<file path="config.mk">
export PLATFORM = sky130hd
export DESIGN_NAME = strobe_bus_master
export DESIGN_NICKNAME = d
export VERILOG_FILES = /design/src/rtl/bm_pkg.sv /design/src/rtl/bm_sync.sv /design/src/rtl/bm_seq.sv /design/src/rtl/bm_path.sv /design/src/rtl/strobe_bus_master.sv
export SDC_FILE = /design/constraint.sdc
export NUM_CORES = 1
export LEC_CHECK = 0
export ABC_CLOCK_PERIOD_IN_PS = 2400
export BUFFER_PORTS_ARGS = -buffer_cell sky130_fd_sc_hd__buf_2
export CAP_MARGIN = 30
export CORE_ASPECT_RATIO = 1.1
export CORE_MARGIN = 2
export CORE_UTILIZATION = 45
export CTS_BUF_LIST = sky130_fd_sc_hd__clkbuf_2
export DETAILED_ROUTE_END_ITERATION = 8
export PLACE_DENSITY = 0.82
export SLEW_MARGIN = 0
export SYNTH_ARGS = -nofsm -noshare
export SYNTH_HDL_FRONTEND = slang
export SYNTH_SLANG_ARGS = --single-unit
</file>
<file path="constraint.sdc">
create_clock -name clk -period 2.4 [get_ports clk]
set_input_delay 0.36 -clock clk [delete_from_list [all_inputs] [get_ports clk]]
set_output_delay 0.36 -clock clk [all_outputs]
set_load 0.02 [all_outputs]
</file>
<file path="src/rtl/bm_pkg.sv">
package bm_pkg;

  typedef enum logic [1:0] {
    SZ_BYTE = 2'b00,
    SZ_WORD = 2'b01,
    SZ_LONG = 2'b10
  } size_e;

  typedef enum logic [3:0] {
    ST_IDLE, ST_S0, ST_S1, ST_S2, ST_S3, ST_S4, ST_WA, ST_WB,
    ST_S5, ST_S6, ST_S7, ST_E5, ST_E6, ST_E7, ST_E8, ST_E9
  } bus_state_e;

  // {upper, lower} strobe selection
  function automatic logic [1:0] lane_pick(input logic [1:0] sz, input logic a0);
    if (sz == SZ_BYTE) return a0 ? 2'b01 : 2'b10;
    return 2'b11;
  endfunction

  // fold one 16-bit bus beat into the response word
  function automatic logic [31:0] merge_read(input logic [1:0] sz, input logic a0,
                                             input logic second, input logic [15:0] bus,
                                             input logic [31:0] acc);
    case (sz)
      SZ_BYTE: return {24'h0, (a0 ? bus[7:0] : bus[15:8])};
      SZ_LONG: return second ? {acc[31:16], bus} : {bus, acc[15:0]};
      default: return {16'h0, bus};
    endcase
  endfunction

  // 16-bit beat placed on the bus for a write
  function automatic logic [15:0] write_beat(input logic [1:0] sz, input logic second,
                                             input logic [31:0] wd);
    case (sz)
      SZ_BYTE: return {wd[7:0], wd[7:0]};
      SZ_LONG: return second ? wd[15:0] : wd[31:16];
      default: return wd[15:0];
    endcase
  endfunction

endpackage

</file>
<file path="src/rtl/bm_sync.sv">
module bm_sync #(
  parameter int WIDTH  = 2,
  parameter int STAGES = 2
) (
  input  logic             clk,
  input  logic             rst_n,
  input  logic [WIDTH-1:0] d,
  output logic [WIDTH-1:0] q
);
  logic [WIDTH-1:0] pipe [STAGES];

  always_ff @(posedge clk or negedge rst_n) begin
    if (!rst_n) begin
      for (int i = 0; i < STAGES; i++) pipe[i] <= '0;
    end else begin
      pipe[0] <= d;
      for (int i = 1; i < STAGES; i++) pipe[i] <= pipe[i-1];
    end
  end

  assign q = pipe[STAGES-1];
endmodule

</file>
<file path="src/rtl/bm_seq.sv">
module bm_seq
  import bm_pkg::*;
(
  input  logic       clk,
  input  logic       rst_n,
  input  logic       start,
  input  logic       more,
  input  logic       ack_s,
  input  logic       berr_s,
  input  logic       is_write,
  output bus_state_e st,
  output logic       strobe_on,
  output logic       drive_win,
  output logic       ev_latch,
  output logic       ev_next,
  output logic       ev_done,
  output logic       ev_fault
);
  bus_state_e st_nx;

  always_comb begin
    st_nx = st;
    unique case (st)
      ST_IDLE: if (start) st_nx = ST_S0;
      ST_S0:   st_nx = ST_S1;
      ST_S1:   st_nx = ST_S2;
      ST_S2:   st_nx = ST_S3;
      ST_S3:   st_nx = ST_S4;
      ST_S4: begin
        if (ack_s)       st_nx = ST_S5;
        else if (berr_s) st_nx = ST_E5;
        else             st_nx = ST_WA;
      end
      ST_WA:   st_nx = ST_WB;
      ST_WB:   st_nx = ST_S4;
      ST_S5:   st_nx = ST_S6;
      ST_S6:   st_nx = ST_S7;
      ST_S7:   st_nx = more ? ST_S0 : ST_IDLE;
      ST_E5:   st_nx = ST_E6;
      ST_E6:   st_nx = ST_E7;
      ST_E7:   st_nx = ST_E8;
      ST_E8:   st_nx = ST_E9;
      ST_E9:   st_nx = ST_IDLE;
      default: st_nx = ST_IDLE;
    endcase
  end

  always_ff @(posedge clk or negedge rst_n) begin
    if (!rst_n) st <= ST_IDLE;
    else        st <= st_nx;
  end

  assign strobe_on = st inside {ST_S2, ST_S3, ST_S4, ST_WA, ST_WB, ST_S5, ST_S6,
                                ST_E5, ST_E6, ST_E7, ST_E8};
  assign drive_win = is_write &&
                     (st inside {ST_S3, ST_S4, ST_WA, ST_WB, ST_S5, ST_S6, ST_S7,
                                 ST_E5, ST_E6, ST_E7, ST_E8});
  assign ev_latch  = (st == ST_S6);
  assign ev_next   = (st == ST_S7) && more;
  assign ev_done   = ((st == ST_S7) && !more) || (st == ST_E9);
  assign ev_fault  = (st == ST_E9);

  assert_strobe_rise_R3: assert property (@(posedge clk) disable iff (!rst_n)
    $rose(strobe_on) |-> $past(st) == ST_S1);
  assert_wait_only_unterminated_R4: assert property (@(posedge clk) disable iff (!rst_n)
    (st == ST_WA) |-> ($past(st) == ST_S4 && !$past(ack_s) && !$past(berr_s)));
  assert_ack_path_R5: assert property (@(posedge clk) disable iff (!rst_n)
    (st == ST_S5) |-> $past(ack_s));
  assert_fault_path_R6: assert property (@(posedge clk) disable iff (!rst_n)
    (st == ST_E5) |-> ($past(berr_s) && !$past(ack_s)));
  assert_fault_no_retry_R10: assert property (@(posedge clk) disable iff (!rst_n)
    (st == ST_E9) |=> (st == ST_IDLE));
endmodule

</file>
<file path="src/rtl/bm_path.sv">
module bm_path
  import bm_pkg::*;
#(
  parameter int AW = 24
) (
  input  logic          clk,
  input  logic          rst_n,
  input  logic          load,
  input  logic [AW-1:0] in_addr,
  input  logic [2:0]    in_fc,
  input  logic          in_read,
  input  logic [1:0]    in_size,
  input  logic [31:0]   in_wdata,
  input  logic          ev_next,
  input  logic          ev_latch,
  input  logic          ev_done,
  input  logic [15:0]   din,
  output logic [AW-1:0] addr_q,
  output logic [2:0]    fc_q,
  output logic          rw_q,
  output logic [1:0]    size_q,
  output logic          more,
  output logic [1:0]    lanes,
  output logic [15:0]   dout,
  output logic [31:0]   rdata_q
);
  localparam logic [AW-1:0] WORD_STEP = AW'(2);

  logic        second_q;
  logic [31:0] wdata_q;

  always_ff @(posedge clk or negedge rst_n) begin
    if (!rst_n) begin
      addr_q   <= '0;
      fc_q     <= '0;
      rw_q     <= 1'b1;
      size_q   <= SZ_WORD;
      second_q <= 1'b0;
      wdata_q  <= '0;
      rdata_q  <= '0;
    end else begin
      if (load) begin
        addr_q   <= in_addr;
        fc_q     <= in_fc;
        rw_q     <= in_read;
        size_q   <= in_size;
        wdata_q  <= in_wdata;
        second_q <= 1'b0;
        rdata_q  <= '0;
      end else begin
        if (ev_latch) rdata_q <= merge_read(size_q, addr_q[0], second_q, din, rdata_q);
        if (ev_next) begin
          addr_q   <= addr_q + WORD_STEP;
          second_q <= 1'b1;
        end
        if (ev_done) rw_q <= 1'b1;
      end
    end
  end

  assign more  = (size_q == SZ_LONG) && !second_q;
  assign lanes = lane_pick(size_q, addr_q[0]);
  assign dout  = write_beat(size_q, second_q, wdata_q);

  assert_step_two_R9: assert property (@(posedge clk) disable iff (!rst_n)
    ev_next |=> (addr_q == $past(addr_q) + WORD_STEP));
endmodule

</file>
<file path="src/rtl/strobe_bus_master.sv">
module strobe_bus_master
  import bm_pkg::*;
#(
  parameter int AW          = 24,
  parameter int SYNC_STAGES = 2
) (
  input  logic          clk,
  input  logic          rst_n,
  input  logic          req_valid,
  output logic          req_ready,
  input  logic [AW-1:0] req_addr,
  input  logic [2:0]    req_fc,
  input  logic          req_read,
  input  logic [1:0]    req_size,
  input  logic [31:0]   req_wdata,
  output logic          rsp_done,
  output logic          rsp_err,
  output logic [31:0]   rsp_rdata,
  output logic [AW-1:0] bus_addr,
  output logic [2:0]    bus_fc,
  output logic          bus_rw,
  output logic          bus_as,
  output logic          bus_uds,
  output logic          bus_lds,
  output logic [15:0]   bus_dout,
  output logic          bus_doe,
  input  logic [15:0]   bus_din,
  input  logic          bus_ack,
  input  logic          bus_berr
);
  logic [1:0] term_s;
  logic       start;
  logic       more, strobe_on, drive_win;
  logic       ev_latch, ev_next, ev_done, ev_fault;
  logic [1:0] lanes, size_q;
  bus_state_e st;

  bm_sync #(.WIDTH(2), .STAGES(SYNC_STAGES)) i_sync (
    .clk(clk), .rst_n(rst_n), .d({bus_berr, bus_ack}), .q(term_s)
  );

  assign req_ready = (st == ST_IDLE);
  assign start     = req_valid && req_ready;

  bm_seq i_seq (
    .clk(clk), .rst_n(rst_n), .start(start), .more(more),
    .ack_s(term_s[0]), .berr_s(term_s[1]), .is_write(!bus_rw),
    .st(st), .strobe_on(strobe_on), .drive_win(drive_win),
    .ev_latch(ev_latch), .ev_next(ev_next), .ev_done(ev_done), .ev_fault(ev_fault)
  );

  bm_path #(.AW(AW)) i_path (
    .clk(clk), .rst_n(rst_n), .load(start),
    .in_addr(req_addr), .in_fc(req_fc), .in_read(req_read),
    .in_size(req_size), .in_wdata(req_wdata),
    .ev_next(ev_next), .ev_latch(ev_latch), .ev_done(ev_done), .din(bus_din),
    .addr_q(bus_addr), .fc_q(bus_fc), .rw_q(bus_rw), .size_q(size_q),
    .more(more), .lanes(lanes), .dout(bus_dout), .rdata_q(rsp_rdata)
  );

  assign bus_as   = strobe_on;
  assign bus_uds  = strobe_on && lanes[1];
  assign bus_lds  = strobe_on && lanes[0];
  assign bus_doe  = drive_win;
  assign rsp_done = ev_done;
  assign rsp_err  = ev_fault;

  assert_byte_one_lane_R7: assert property (@(posedge clk) disable iff (!rst_n)
    (bus_as && size_q == SZ_BYTE) |-> $countones({bus_uds, bus_lds}) == 1);
  assert_word_both_lanes_R8: assert property (@(posedge clk) disable iff (!rst_n)
    (bus_as && size_q != SZ_BYTE) |-> (bus_uds && bus_lds));
  assert_drive_on_write_R11: assert property (@(posedge clk) disable iff (!rst_n)
    bus_doe |-> !bus_rw);
  assert_busy_not_ready_R12: assert property (@(posedge clk) disable iff (!rst_n)
    bus_as |-> !req_ready);
endmodule

</file>
## Word level (Yosys, flattened, before mapping)

Index checks and enable logic that the tools add are counted.

- Flip-flop bits (word level): 103
- Output and inout bits: 83
- Input bits: 83
- Word-level logic and storage cells: 74

- Mux-type cells: 22
- Equal/unequal tests: 19
- $add $sub $neg: 1
- Reductions and logical operators: 21

Operator list:

| operator | number |
|---|---|
| 32-bit 2-to-1 mux | 3 |
| 32-bit case mux with 2 select lines | 1 |
| 4-bit case mux with 15 select lines | 1 |
| 24-bit 2-to-1 mux | 2 |
| 4-bit == test, second input constant | 8 |
| 16-bit case mux with 2 select lines | 1 |
| 24-bit by 2-bit adder with 24-bit output, second input constant | 1 |
| 11-bit nonzero test | 2 |
| 4-bit by 3-bit == test with 1-bit output, second input constant | 4 |
| 16-bit 2-to-1 mux | 1 |
| 4-bit 2-to-1 mux | 3 |
| 4-bit by 2-bit == test with 1-bit output, second input constant | 2 |
| 8-bit 2-to-1 mux | 1 |
| 1-bit logical AND | 7 |
| 1-bit 2-to-1 mux | 6 |
| 2-bit 2-to-1 mux | 3 |
| 2-bit nonzero test | 3 |
| 4-bit by 1-bit == test with 1-bit output, second input constant | 1 |
| 4-bit zero test | 1 |
| 2-bit AND reduction | 2 |
| 1-bit zero test | 3 |
| 3-bit by 1-bit inequality test with 1-bit output, second input constant | 1 |
| 3-bit by 2-bit inequality test with 1-bit output, second input constant | 1 |
| 2-bit == test, second input constant | 1 |
| other kinds (4) | 4 |

## Logic depth before layout (Yosys ltp)

Gate-level depths: netlist of the first run.

- Depth after elaboration: 7
- Depth in mapped cells: 9
- Gate-level depth less buffers: 7

## By module

A second synthesis of the first run with hierarchy kept.

- Cell total of the unflattened synthesis: 453
- Area total of the unflattened synthesis: 4865.9 µm²

Modules (own cells, without submodules):

| module | instances | sequential area each (µm²) | area each (µm²) | cells an instance |
|---|---|---|---|---|
| bm_path | 1 | 2379.8 | 4391.7 | 400 |
| bm_seq | 1 | 100.1 | 324.1 | 42 |
| bm_sync | 1 | 100.1 | 115.1 | 6 |
| strobe_bus_master | 1 | 0.0 | 35.0 | 5 |

## Least setup slack after synthesis of the first run

No wires, ideal clock.

- Path kind: flip-flop to flip-flop
- From: reg i_seq.st[2]
- To: reg i_path.rdata_q[13]
- Arrival: 2.028 ns
- Path buffers: 2
- Stages on the path, launching flop included: 9
- Data required time: 2.279 ns
- Path slack: 0.251 ns
- Period minus slack after synthesis: 2.149 ns
- Setup time: 0.121 ns
- Cell sequence: dfrtp_1 -> inv_1 -> ha_1 -> nor3b_2 -> nand2_1 -> and2_1 -> buf_2 -> buf_6 -> a22o_1

- Word-level cells in the longest chain between the ends: 4
- Elaborated cells on any way between the ends: 7

Ends and longest elaborated chain:

| item | line | RTL |
|---|---|---|
| start: declaration | bm_seq.sv:11 | `output bus_state_e st,` |
| start signal: assignment | bm_seq.sv:50 | `else st <= st_nx;` |
| 4-bit zero test * | strobe_bus_master.sv:42 | `assign req_ready = (st == ST_IDLE);` |
| named net req_ready | strobe_bus_master.sv:10 | `output logic req_ready,` |
| 1-bit logical AND * | strobe_bus_master.sv:43 | `assign start = req_valid && req_ready;` |
| 3-bit by 1-bit inequality test with 1-bit output (no line) / 2-bit nonzero test (equally long branches) | n/a |  |
| 2-bit AND reduction (no line) | n/a |  |
| end signal: assignment | bm_path.sv:51 | `if (ev_latch) rdata_q <= merge_read(size_q, addr_q[0], second_q, din, rdata_q);` |
| end: declaration | bm_path.sv:25 | `output logic [31:0] rdata_q` |

Mark *: on every way through the listed nets, which the timed path passes. The rest lies on a longest branch.
A chain may end at the register's enable or synchronous reset.

## Worst setup path after layout of the first run

- From: reg i_seq.st[1]
- To: out bus_lds

- Word-level cells in the longest chain between the ends: 3
- Elaborated cells on any way between the ends: 13

Ends and longest elaborated chain:

| item | line | RTL |
|---|---|---|
| 4-bit by 2-bit == test with 1-bit output, or another cell as far along | bm_seq.sv:53 | `assign strobe_on = st inside {ST_S2, ST_S3, ST_S4, ST_WA, ST_WB, ST_S5, ST_S6,` |
| 11-bit nonzero test * | bm_seq.sv:53 |  |
| 1-bit logical AND * | strobe_bus_master.sv:63 | `assign bus_lds = strobe_on && lanes[0];` |
| end: declaration | strobe_bus_master.sv:24 | `output logic bus_lds,` |

Mark *: on every way between the ends. The rest lies on a longest branch, timed or not.

==> results.cfg, run 1 <==
[status]
status = finished, violations left
violations = setup timing

[sta]
fin_crit_sh = 1.02
rsz0062_at_grt = yes
setup_ws_ns = -0.0431
setup_viol = 3
hold_slack_ns = 0.110
worst_pin_slew_ns = 0.631
slew-limit-headroom = 0.576
max_freq_mhz = 409
min_period_ns = 2.44
maxSlewViolCount = 0
final_hold_viol_count = 0
fin_skew_ns = 0.0257

[power_and_ir_drop]
power.leakage_nw = 3.59
max-vdd-ir-drop_mv = 0.846
power.density_nw_per_um2 = 1200

[floorplanning]
start_util = 0.466
die_h_um = 113
rows = 39
io_pins = 166
core_um2 = 10500
dieArea_um2 = 11700
die_w_um = 103

[drt]
wirelength_um = 16100
viasPerCell = 5.56
vias = 5156
ant_nets = 0
drc = 0
drt_iter0_drc = 428
drtPass1Iterations = 5
wl_per_cell_um = 17.4

[clock_network]
cts_sinks = 103
cts_tree = done
htree_num_levels = 3
clockRootBuffer = clkbuf_2
clock_latency_ns = 0.61
numCtsBuffers = 9
clkTransAtPathRegs_ns = 0.27
clock_path_buffers = 2

[synth]
synth.most_common_cell = nand2_1
synthArstFlopShare = 1.00
ys.flop_type = dfrtp_1
synth_edf_count = 0
yosys-top-cells-area = dfrtp_1 52%, nand2_1 14%, a22o_1 4.5%
synth_common_cells = 181 x nand2_1, 101 x dfrtp_1, 26 x o21ai_0, 25 x a22o_1, 20 x nor2_1
syn_nets = 618
yosysSeqAreaShare = 0.528
synth_top_area_share = 0.517
synth_top_area_cell = dfrtp_1
syn-cell-area_um2 = 4890
synthCells = 528
yosysUniqueCellTypes = 52
yosys_warnings = 0
ys_ff_latch = 103
synth.avg_cell_area_um2 = 9.25

[place]
hpwlAfterDp_um = 9960
numPortBuffers = 165
place_area_um2 = 5880
globalplace.congestion = 0.947

[final_layout]
drive_above_1_share = 0.302
stdcell_area_um2 = 7010
final_nets = 870
syn2layout_area_growth_pct = 43.5
diodes = 0

[setup_path]
critPathSlowestCell = dfrtp_2
cp_num_buf_inv = 1
worstPathCellList = nand2_1 -> or3_4 -> a21oi_4 -> nor2_1 -> buf_4
crit_fanout = 11
critPathMaxStageDelay_ns = 0.55
crit_family = simple AND/OR/NAND/NOR gates
arrival_ns = 2.08
cp-start-kind = flop
crit_type = reg -> out
cp-end-kind = output pin
critPathRequiredTime_ns = 2.04

[flow_run]
cap_violations = 0

[global_route]
grt_start_max_net_pins = 49
grt.total_usage = 0.284
gr-total-overflow = 0
grt_pass1_vias = 5158
antenna_found_initial = 0
grt_first_pass_wirelength_um = 25700

[worst_hold_path]
hp-class = in -> reg
-- flip-flops by register name, summed over array words and instances, names as in the netlist --
| register | cells |
|---|---|
| i_path.size_q | 2 |
| i_seq.st | 4 |
| i_sync.q | 2 |
| i_path.second_q | 1 |
| i_path.wdata_q | 32 |
| i_path.fc_q | 3 |
| i_sync.pipe | 2 |
| i_path.rdata_q | 32 |
| i_path.rw_q | 1 |
| i_path.addr_q | 24 |
-- power by group --
part | total, mW | internal, mW | switching [mW]
clock | 0.847 | 0.238 | 0.610
combinational | 4.52 | 1.74 | 2.78
sequential | 3.03 | 2.40 | 0.631
-- placed cells by master, fill, tap and decap left out, types with 3 or more instances in the layout --
cell,Yosys,layout
o311ai_0,4,4
dlygate4sd3_1,0,81
nand4_1,7,7
o22a_1,16,16
nand3_1,9,9
a21oi_1,14,11
xor2_1,9,9
dfrtp_2,0,5
o21ai_0,26,26
o21ai_1,3,3
dfrtp_1,101,96
ha_4,0,3
a22oi_1,11,11
inv_1,7,5
buf_2,5,159
a22o_1,25,25
nor2_1,20,19
ha_1,7,4
nand3b_1,3,3
clkinvlp_4,0,4
buf_4,2,27
xnor2_1,3,3
clkbuf_2,1,10
nor3_1,9,9
and3_1,6,6
nand2_1,181,180
-- final cells by class --
cell class | count | area (µm²)
fillers | 770 | 3480
flip-flops and latches | 103 | 2590
multi-input cells | 387 | 2230
repair buffers | 272 | 1880
well taps | 143 | 179
clock inverters | 7 | 72.6
clock buffers | 9 | 45.0
inverters | 7 | 26.3
-- worst min-delay path, delay by kind of cell --
kind / cells / cell delay, ns
simple gates: 2 / 0.16
compound gates: 1 / 0.07
buf+inv: 1 / 0.10
-- metrics by stage --
| stage | utilization | std cells | setup slack [ns] | setup TNS, ns | total power [mW] |
|---|---|---|---|---|---|
| after floorplan | - | 528 | 0.251 | 0 | 5.63 |
| after global placement | 0.560 | 819 | 0.404 | 0 | 6.89 |
| after detailed placement | 0.560 | 819 | 0.268 | 0 | 7.03 |
| after CTS | 0.658 | 921 | -0.132 | -0.390 | 8.09 |
| after global routing | 0.668 | 928 | -0.133 | -0.458 | 8.95 |
| final | 0.668 | 928 | -0.0431 | -0.0933 | 8.41 |
-- routing by layer --
| layer | GRT usage | vias to the layer above | wire length, µm |
|---|---|---|---|
| li1 | - | 2326 | - |
| met2 | 0.478 | 265 | 8220 |
| met1 | 0.345 | 2505 | 6240 |
| met4 | 0.131 | 0 | 624 |
| met5 | 0 | - | 0 |
| met3 | 0.0568 | 60 | 1050 |
-- logic make-up (layout without fill, tap and decap cells) --
kind of cell / Yosys count / count (layout) / synth area share
simple gates: 252 / 252 / 0.227
compound gates: 116 / 116 / 0.171
flops: 103 / 103 / 0.528
buf+inv: 38 / 295 / 0.0353
xor+xnor: 12 / 12 / 0.0215
fa+ha+maj: 7 / 7 / 0.0179
-- path summary, 6_finish.rpt --
check                                    startpoint                              to  slack [ns]  cells past startpoint
max in group asynchronous                     rst_n      i_path.fc_q[1]$_DFFE_PN0P_        1.41                      3
setup / recovery            i_seq.st[1]$_DFFE_PN0P_                         bus_lds       -0.04                      5
hold / removal                            req_valid         i_seq.st[3]$_DFFE_PN0P_        0.11                      4
min in group asynchronous                     rst_n   i_path.wdata_q[8]$_DFFE_PN0P_        0.27                      2
setup reg to reg            i_seq.st[2]$_DFFE_PN0P_  i_path.rdata_q[12]$_DFFE_PN0P_        0.15                      8
hold reg to reg            i_sync.pipe[3]$_DFF_PN0_           i_sync.q[1]$_DFF_PN0_        0.39                      0
-- timing repair --
item | in CTS | in global routing
buffers inserted | 5 | 7
setup endpoints to repair | 20 | 22
hold buffers | 81 | 0
pin swaps | 5 | 3
resized for setup | 15 | 18
cloned | 0 | 0
endpoints found under the hold margin | 133 | 0
Note: power is estimated with default switching activity, not from simulation.
==> run 2, diff against run 1 <==
Settings changed: ABC_AREA from default to 1, CELL_PAD_IN_SITES_DETAIL_PLACEMENT from default to 0, CELL_PAD_IN_SITES_GLOBAL_PLACEMENT from default to 1, CORE_UTILIZATION 45 to 38, PLACE_DENSITY 0.82 to 0.92.
==> run 2 against run 1 <==
The flow still finishes with violations (setup timing); first-iteration DRC count decreased by 33%; combinational power increased by 3%; routed wire length increased by 0.51%; largest cell class unchanged; worst setup slack improved by 0.014 ns; maximum frequency increased by 0.56%; critical path type unchanged.
==> results.cfg, run 2 <==
[final_layout]
final_cell_mix = 219 x nand2_1, 145 x buf_2, 99 x dfrtp_1
syn2layout_area_growth_pct = 44.1
drive_above_1_share = 0.285
stdcell_area_um2 = 7600
reg.largest.list = i_path.rdata_q (32), i_path.wdata_q (32), i_path.addr_q (24)
final_common_cell = nand2_1
final_nets = 1028

[power_and_ir_drop]
comb_power_share = 0.552
p_seq_frac = 0.343
intPower_mw = 4.40
power.leakage_nw = 4.01
total_power_mw = 8.43
power.density_nw_per_um2 = 1110
switching_share = 0.478
netSwitchingPower_mw = 4.03
max-vdd-ir-drop_mv = 0.889
clkPwrFrac = 0.105

[sta]
fin_crit_sh = 1.01
setup_viol = 12
worst_pin_slew_ns = 0.585
final_hold_viol_count = 0
maxSlewViolCount = 0
setup_ws_ns = -0.0296
fin_skew_ns = 0.0484
rsz0062_at_grt = yes
max_freq_mhz = 412
slew-limit-headroom = 0.609
min_period_ns = 2.43

[drt]
drc = 0
drt_iter0_drc = 285
drtPass1Iterations = 5
ant_nets = 0
wirelength_um = 16200
wl_per_cell_um = 14.3
vias = 5509
viasPerCell = 4.87

[clock_network]
numCtsBuffers = 9
htree_num_levels = 3
cts_sinks = 103
clkTransAtPathRegs_ns = 0.31
clock_path_buffers = 2
clock_latency_ns = 0.63
clockRootBuffer = clkbuf_2
cts_tree = done

[synth]
ys.flop_type = dfrtp_1
syn_nets = 772
synth.avg_cell_area_um2 = 7.74
yosys-top-cells-area = dfrtp_1 48%, nand2_1 17%, nand3_1 8.0%
ys_ff_latch = 103
synth_edf_count = 0
synth.most_common_cell = nand2_1
synth_top_area_cell = dfrtp_1
synthArstFlopShare = 1.00
yosys_warnings = 0
syn-cell-area_um2 = 5280
synthCells = 682
yosysSeqAreaShare = 0.489
synth_common_cells = 237 x nand2_1, 101 x dfrtp_1, 84 x nand3_1, 63 x inv_1, 48 x nor2_1
yosysUniqueCellTypes = 33
synth_top_area_share = 0.479

[global_route]
grt_start_max_net_pins = 55
grt_pass1_vias = 5455
gr-total-overflow = 0
grt_first_pass_wirelength_um = 26100
antenna_found_initial = 1
grt.total_usage = 0.222

[setup_path]
r2r-end = i_path.rdata_q[11]$_DFFE_PN0P_
ff2ff_path_depth = 12
crit_fanout = 5
cp-end-kind = output pin
rrSetupSlack_ns = 0.29
crit_type = reg -> out
cp-start-kind = flop
critPathRequiredTime_ns = 2.04
timing.rr.start = i_path.size_q[0]$_DFFE_PN1P_
arrival_ns = 2.07
crit_start = i_path.size_q[0]$_DFFE_PN1P_
critPathCapture = bus_dout[9]

[floorplanning]
dieArea_um2 = 14800
start_util = 0.386
die_w_um = 116
io_pins = 166
die_h_um = 128
core_um2 = 13700
rows = 45

[place]
place_area_um2 = 6290
hpwlAfterDp_um = 10400
numPortBuffers = 165
globalplace.congestion = 0.838

[status]
status = finished, violations left
violations = setup timing

[worst_hold_path]
min_from = req_addr[18]
hold_depth = 5
hp-class = in -> reg

[flow_run]
cap_violations = 0
[run 2: cell types whose count changed after synthesis, sizes merged, moves of 7 or more]
cell    change
nand3      +78
nand2      +64
inv        +61
nor2       +33
a22o       -25
o22a       -16
clkbuf     -10
o21ai      +10
a21oi       +8
xor2        -7
[run 2: metrics by stage]
step	setup TNS, ns	setup slack, ns	util	cells	hold WS [ns]
floorplan	0	0.596	-	682	0.0644
global placement	0	0.418	0.459	1020	0.335
detailed placement	0	0.401	0.459	1020	0.335
CTS	-0.560	-0.0486	0.546	1127	0.0124
global route	-2.40	-0.167	0.556	1132	0.0454
finish	-0.171	-0.0296	0.556	1132	0.0702
[run 2: final cells by class]
cell class	instances	area (µm²)
Tap cell	188	235
Fill cell	1265	6080
Antenna cell	1	2.50
Inverter	68	269
Clock inverter	5	65.1
Clock buffer	11	55.1
Multi-Input combinational cell	489	2480
Timing Repair Buffer	267	1920
Sequential cell	103	2580
[run 2: worst min-delay path by stage]
stage	to	slack [ns]
floorplan	i_path.addr_q[0]$_DFFE_PN0P_	0.06
global placement	i_sync.q[1]$_DFF_PN0_	0.34
detailed placement	i_sync.q[1]$_DFF_PN0_	0.33
CTS	i_path.addr_q[18]$_DFFE_PN0P_	0.01
global route	i_path.addr_q[22]$_DFFE_PN0P_	0.05
finish	i_path.addr_q[18]$_DFFE_PN0P_	0.07
[run 2: repair_timing]
| item | CTS | global route |
|---|---|---|
| endpoints found under the setup margin | 20 | 20 |
| setup buffers | 11 | 4 |
| hold endpoints to repair | 127 | 0 |
| pin swaps | 7 | 7 |
| gates resized for setup | 59 | 29 |
| hold buffers | 78 | 0 |
| cloned | 2 | 0 |
[run 2: per-layer routing]
metal | vias to the layer above | share of wire | wire length, µm | track usage
met5 | - | 0 | 0 | 0
met4 | 0 | 0.028 | 446 | 0.0973
met3 | 35 | 0.052 | 845 | 0.0375
met2 | 200 | 0.49 | 7930 | 0.371
met1 | 2585 | 0.43 | 7000 | 0.279
li1 | 2689 | - | - | -
[run 2: logic make-up after synthesis]
family,share of synthesized area
adder cells (fa/ha/maj),0.0166
AO/OA/AOI/OAI,0.0851
XOR/XNOR,0.0133
buffers and inverters,0.0773
flip-flops,0.489
AND/OR/NAND/NOR,0.319
[run 2: worst max-delay path: stages, from the launching register on]
cell	delay, ns
dfstp_2	0.63
inv_4	0.04
nand2_4	0.07
clkinvlp_4	0.16
nand2_4	0.15
nand2_4	0.09
nand2_2	0.08
nand2_2	0.06
buf_6	0.14
[run 2: power groups by stage]
stage | Combinational (mW) | Sequential (mW) | Clock (mW)
after floorplan | 2.35 | 3.13 | 0
after global placement | 3.81 | 2.88 | 0
after detailed placement | 3.84 | 2.88 | 0
after CTS | 4.46 | 2.87 | 0.905
after global routing | 5.12 | 2.98 | 0.966
final | 4.65 | 2.89 | 0.882
==> run 3, diff against run 2 <==
Settings changed: ABC_CLOCK_PERIOD_IN_PS 2400 to 3000, CORE_UTILIZATION 38 to 41, PLACE_DENSITY 0.92 to 0.95.
Clock period 2.4 ns to 3 ns, I/O delays scaled along.
==> run 3 against run 2 <==
The flow now finishes without violations; combinational power is 34% lower; sequential share of layout area grew 4.7 points; global-route usage shrank 1.0 points; critical path type unchanged; highest routed layer unchanged.
==> results.cfg, run 3 (synthesized netlist as in run 2, its figures left out) <==
[floorplanning]
rows = 43
core_um2 = 12600
dieArea_um2 = 13800
die_w_um = 112
io_pins = 166
die_h_um = 123
start_util = 0.419

[setup_path]
crit_type = reg -> out
crit_family = flip-flops
critPathRequiredTime_ns = 2.55
crit_fanout = 6
critPathMaxStageDelay_ns = 0.50
cpMostUsedCell = inv_1
arrival_ns = 2.32
worstPathCellList = inv_1 -> ha_1 -> inv_1 -> o21ai_0 -> nor2_1 -> a21oi_1 -> buf_2
cp-start-kind = flop
critPathSlowestCell = dfrtp_1
cp_num_buf_inv = 3
cp-end-kind = output pin

[final_layout]
reg.largest.list = i_path.rdata_q (32), i_path.wdata_q (32), i_path.addr_q (24)
final_common_cell = nand2_1
stdcell_area_um2 = 6670
nFillCells = 1246
drive_above_1_share = 0.236
final_nets = 962
final_cell_mix = 237 x nand2_1, 164 x buf_2, 101 x dfrtp_1
diodes = 0
syn2layout_area_growth_pct = 26.4

[clock_network]
post_cts_buffers = 0
clockRootBuffer = clkbuf_2
cts_tree = done
clkTransAtPathRegs_ns = 0.31
numCtsBuffers = 9
hold_buffers = 29
htree_num_levels = 3
clock_path_buffers = 2
clock_latency_ns = 0.60
cts_sinks = 103
post_cts_resized = 0

[flow_run]
cap_violations = 0

[sta]
worst_pin_slew_ns = 0.551
max_freq_mhz = 361
fin_skew_ns = 0.0454
maxSlewViolCount = 0
setup_viol = 0
fin_crit_sh = 0.923
final_hold_viol_count = 0
slew-limit-headroom = 0.632
min_period_ns = 2.77
finalSetupTns_ns = 0
rsz0062_at_grt = no

[drt]
vias = 5132
drtPass1Iterations = 5
ant_nets = 0
drc = 0
wl_per_cell_um = 14.2
viasPerCell = 4.96
drt_iter0_drc = 333
wirelength_um = 14700

[global_route]
gr-total-overflow = 0
grt_start_max_net_pins = 69
antenna_found_initial = 0
grt_first_pass_wirelength_um = 23700
grt.total_usage = 0.211
grt_pass1_vias = 4882

[power_and_ir_drop]
comb_power_share = 0.506
netSwitchingPower_mw = 2.97
power.leakage_nw = 3.67
intPower_mw = 3.09
p_seq_frac = 0.379
max-vdd-ir-drop_mv = 0.634
clkPwrFrac = 0.115
power.density_nw_per_um2 = 908
switching_share = 0.490

[status]
status = complete, no violations

[place]
globalplace.congestion = 0.834
hpwlAfterDp_um = 10200
place_area_um2 = 6200
numPortBuffers = 165

[worst_hold_path]
hp-class = in -> reg
==> run 3: cell count changes in the layout (fill, tap and decap cells not counted), moves of 4 or more <==
| cell | before | now |
|---|---|---|
| dlygate4sd3_1 | 78 | 35 |
| ha_1 | 3 | 7 |
| buf_2 | 145 | 164 |
| nand2_2 | 18 | 4 |
| a21oi_2 | 4 | 0 |
| nand2_1 | 219 | 237 |
| a21oi_1 | 18 | 22 |
| buf_6 | 15 | 0 |
| nand2_4 | 7 | 3 |
| inv_1 | 57 | 63 |
| buf_4 | 27 | 2 |
==> run 3: layout make-up <==
class                   instances  area [µm²]  area share
clock buffers                  10        50.0     0.00750
clock inverters                 6        67.6      0.0101
inverters                      68         260      0.0390
multi-input cells             487        2290       0.343
flip-flops and latches        103        2580       0.387
well taps                     157         196      0.0295
repair buffers                203        1230       0.184
==> run 3: power groups by stage <==
stage,clock [mW],combinational (mW),sequential [mW]
after floorplan,0,1.88,2.51
after global placement,0,3.01,2.31
after detailed placement,0,3.04,2.32
after CTS,0.720,3.08,2.29
after global routing,0.776,3.42,2.37
final,0.695,3.07,2.30
==> run 3: tightest hold or removal path: stages <==
cell and delay, ns:
buf_2 0.09, nand2_1 0.05, nand2_1 0.05
==> run 3: stage by stage <==
stage | hold WS [ns] | setup slack [ns] | util | cells | total power [mW]
2_1_floorplan | 0.154 | 1.11 | - | 682 | 4.39
3_3_place_gp | 0.337 | 0.849 | 0.493 | 983 | 5.32
3_5_place_dp | 0.339 | 0.766 | 0.493 | 983 | 5.36
4_1_cts | 0.0000399 | 0.169 | 0.525 | 1028 | 6.09
5_1_grt | 0.00146 | 0.0264 | 0.530 | 1034 | 6.57
6_report | 0.0385 | 0.231 | 0.530 | 1034 | 6.06
==> run 3: final timing paths <==
check	slack, ns	cells past startpoint	start	end
max in group asynchronous	1.90	3	rst_n	i_path.size_q[0]$_DFFE_PN1P_
hold reg to reg	0.38	0	i_sync.pipe[2]$_DFF_PN0_	i_sync.q[0]$_DFF_PN0_
setup reg to reg	0.66	9	i_seq.st[2]$_DFFE_PN0P_	i_path.addr_q[0]$_DFFE_PN0P_
hold / removal	0.04	3	req_wdata[15]	i_path.wdata_q[15]$_DFFE_PN0P_
setup / recovery	0.23	7	i_seq.st[2]$_DFFE_PN0P_	bus_uds
min in group asynchronous	0.29	2	rst_n	i_path.addr_q[10]$_DFFE_PN0P_
==> run 3: routing by layer <==
layer	vias up	GRT usage	share of wire
met5	-	0	0
met4	0	0.0785	0.028
met3	32	0.0431	0.063
met2	181	0.348	0.47
met1	2360	0.277	0.43
li1	2559	-	-
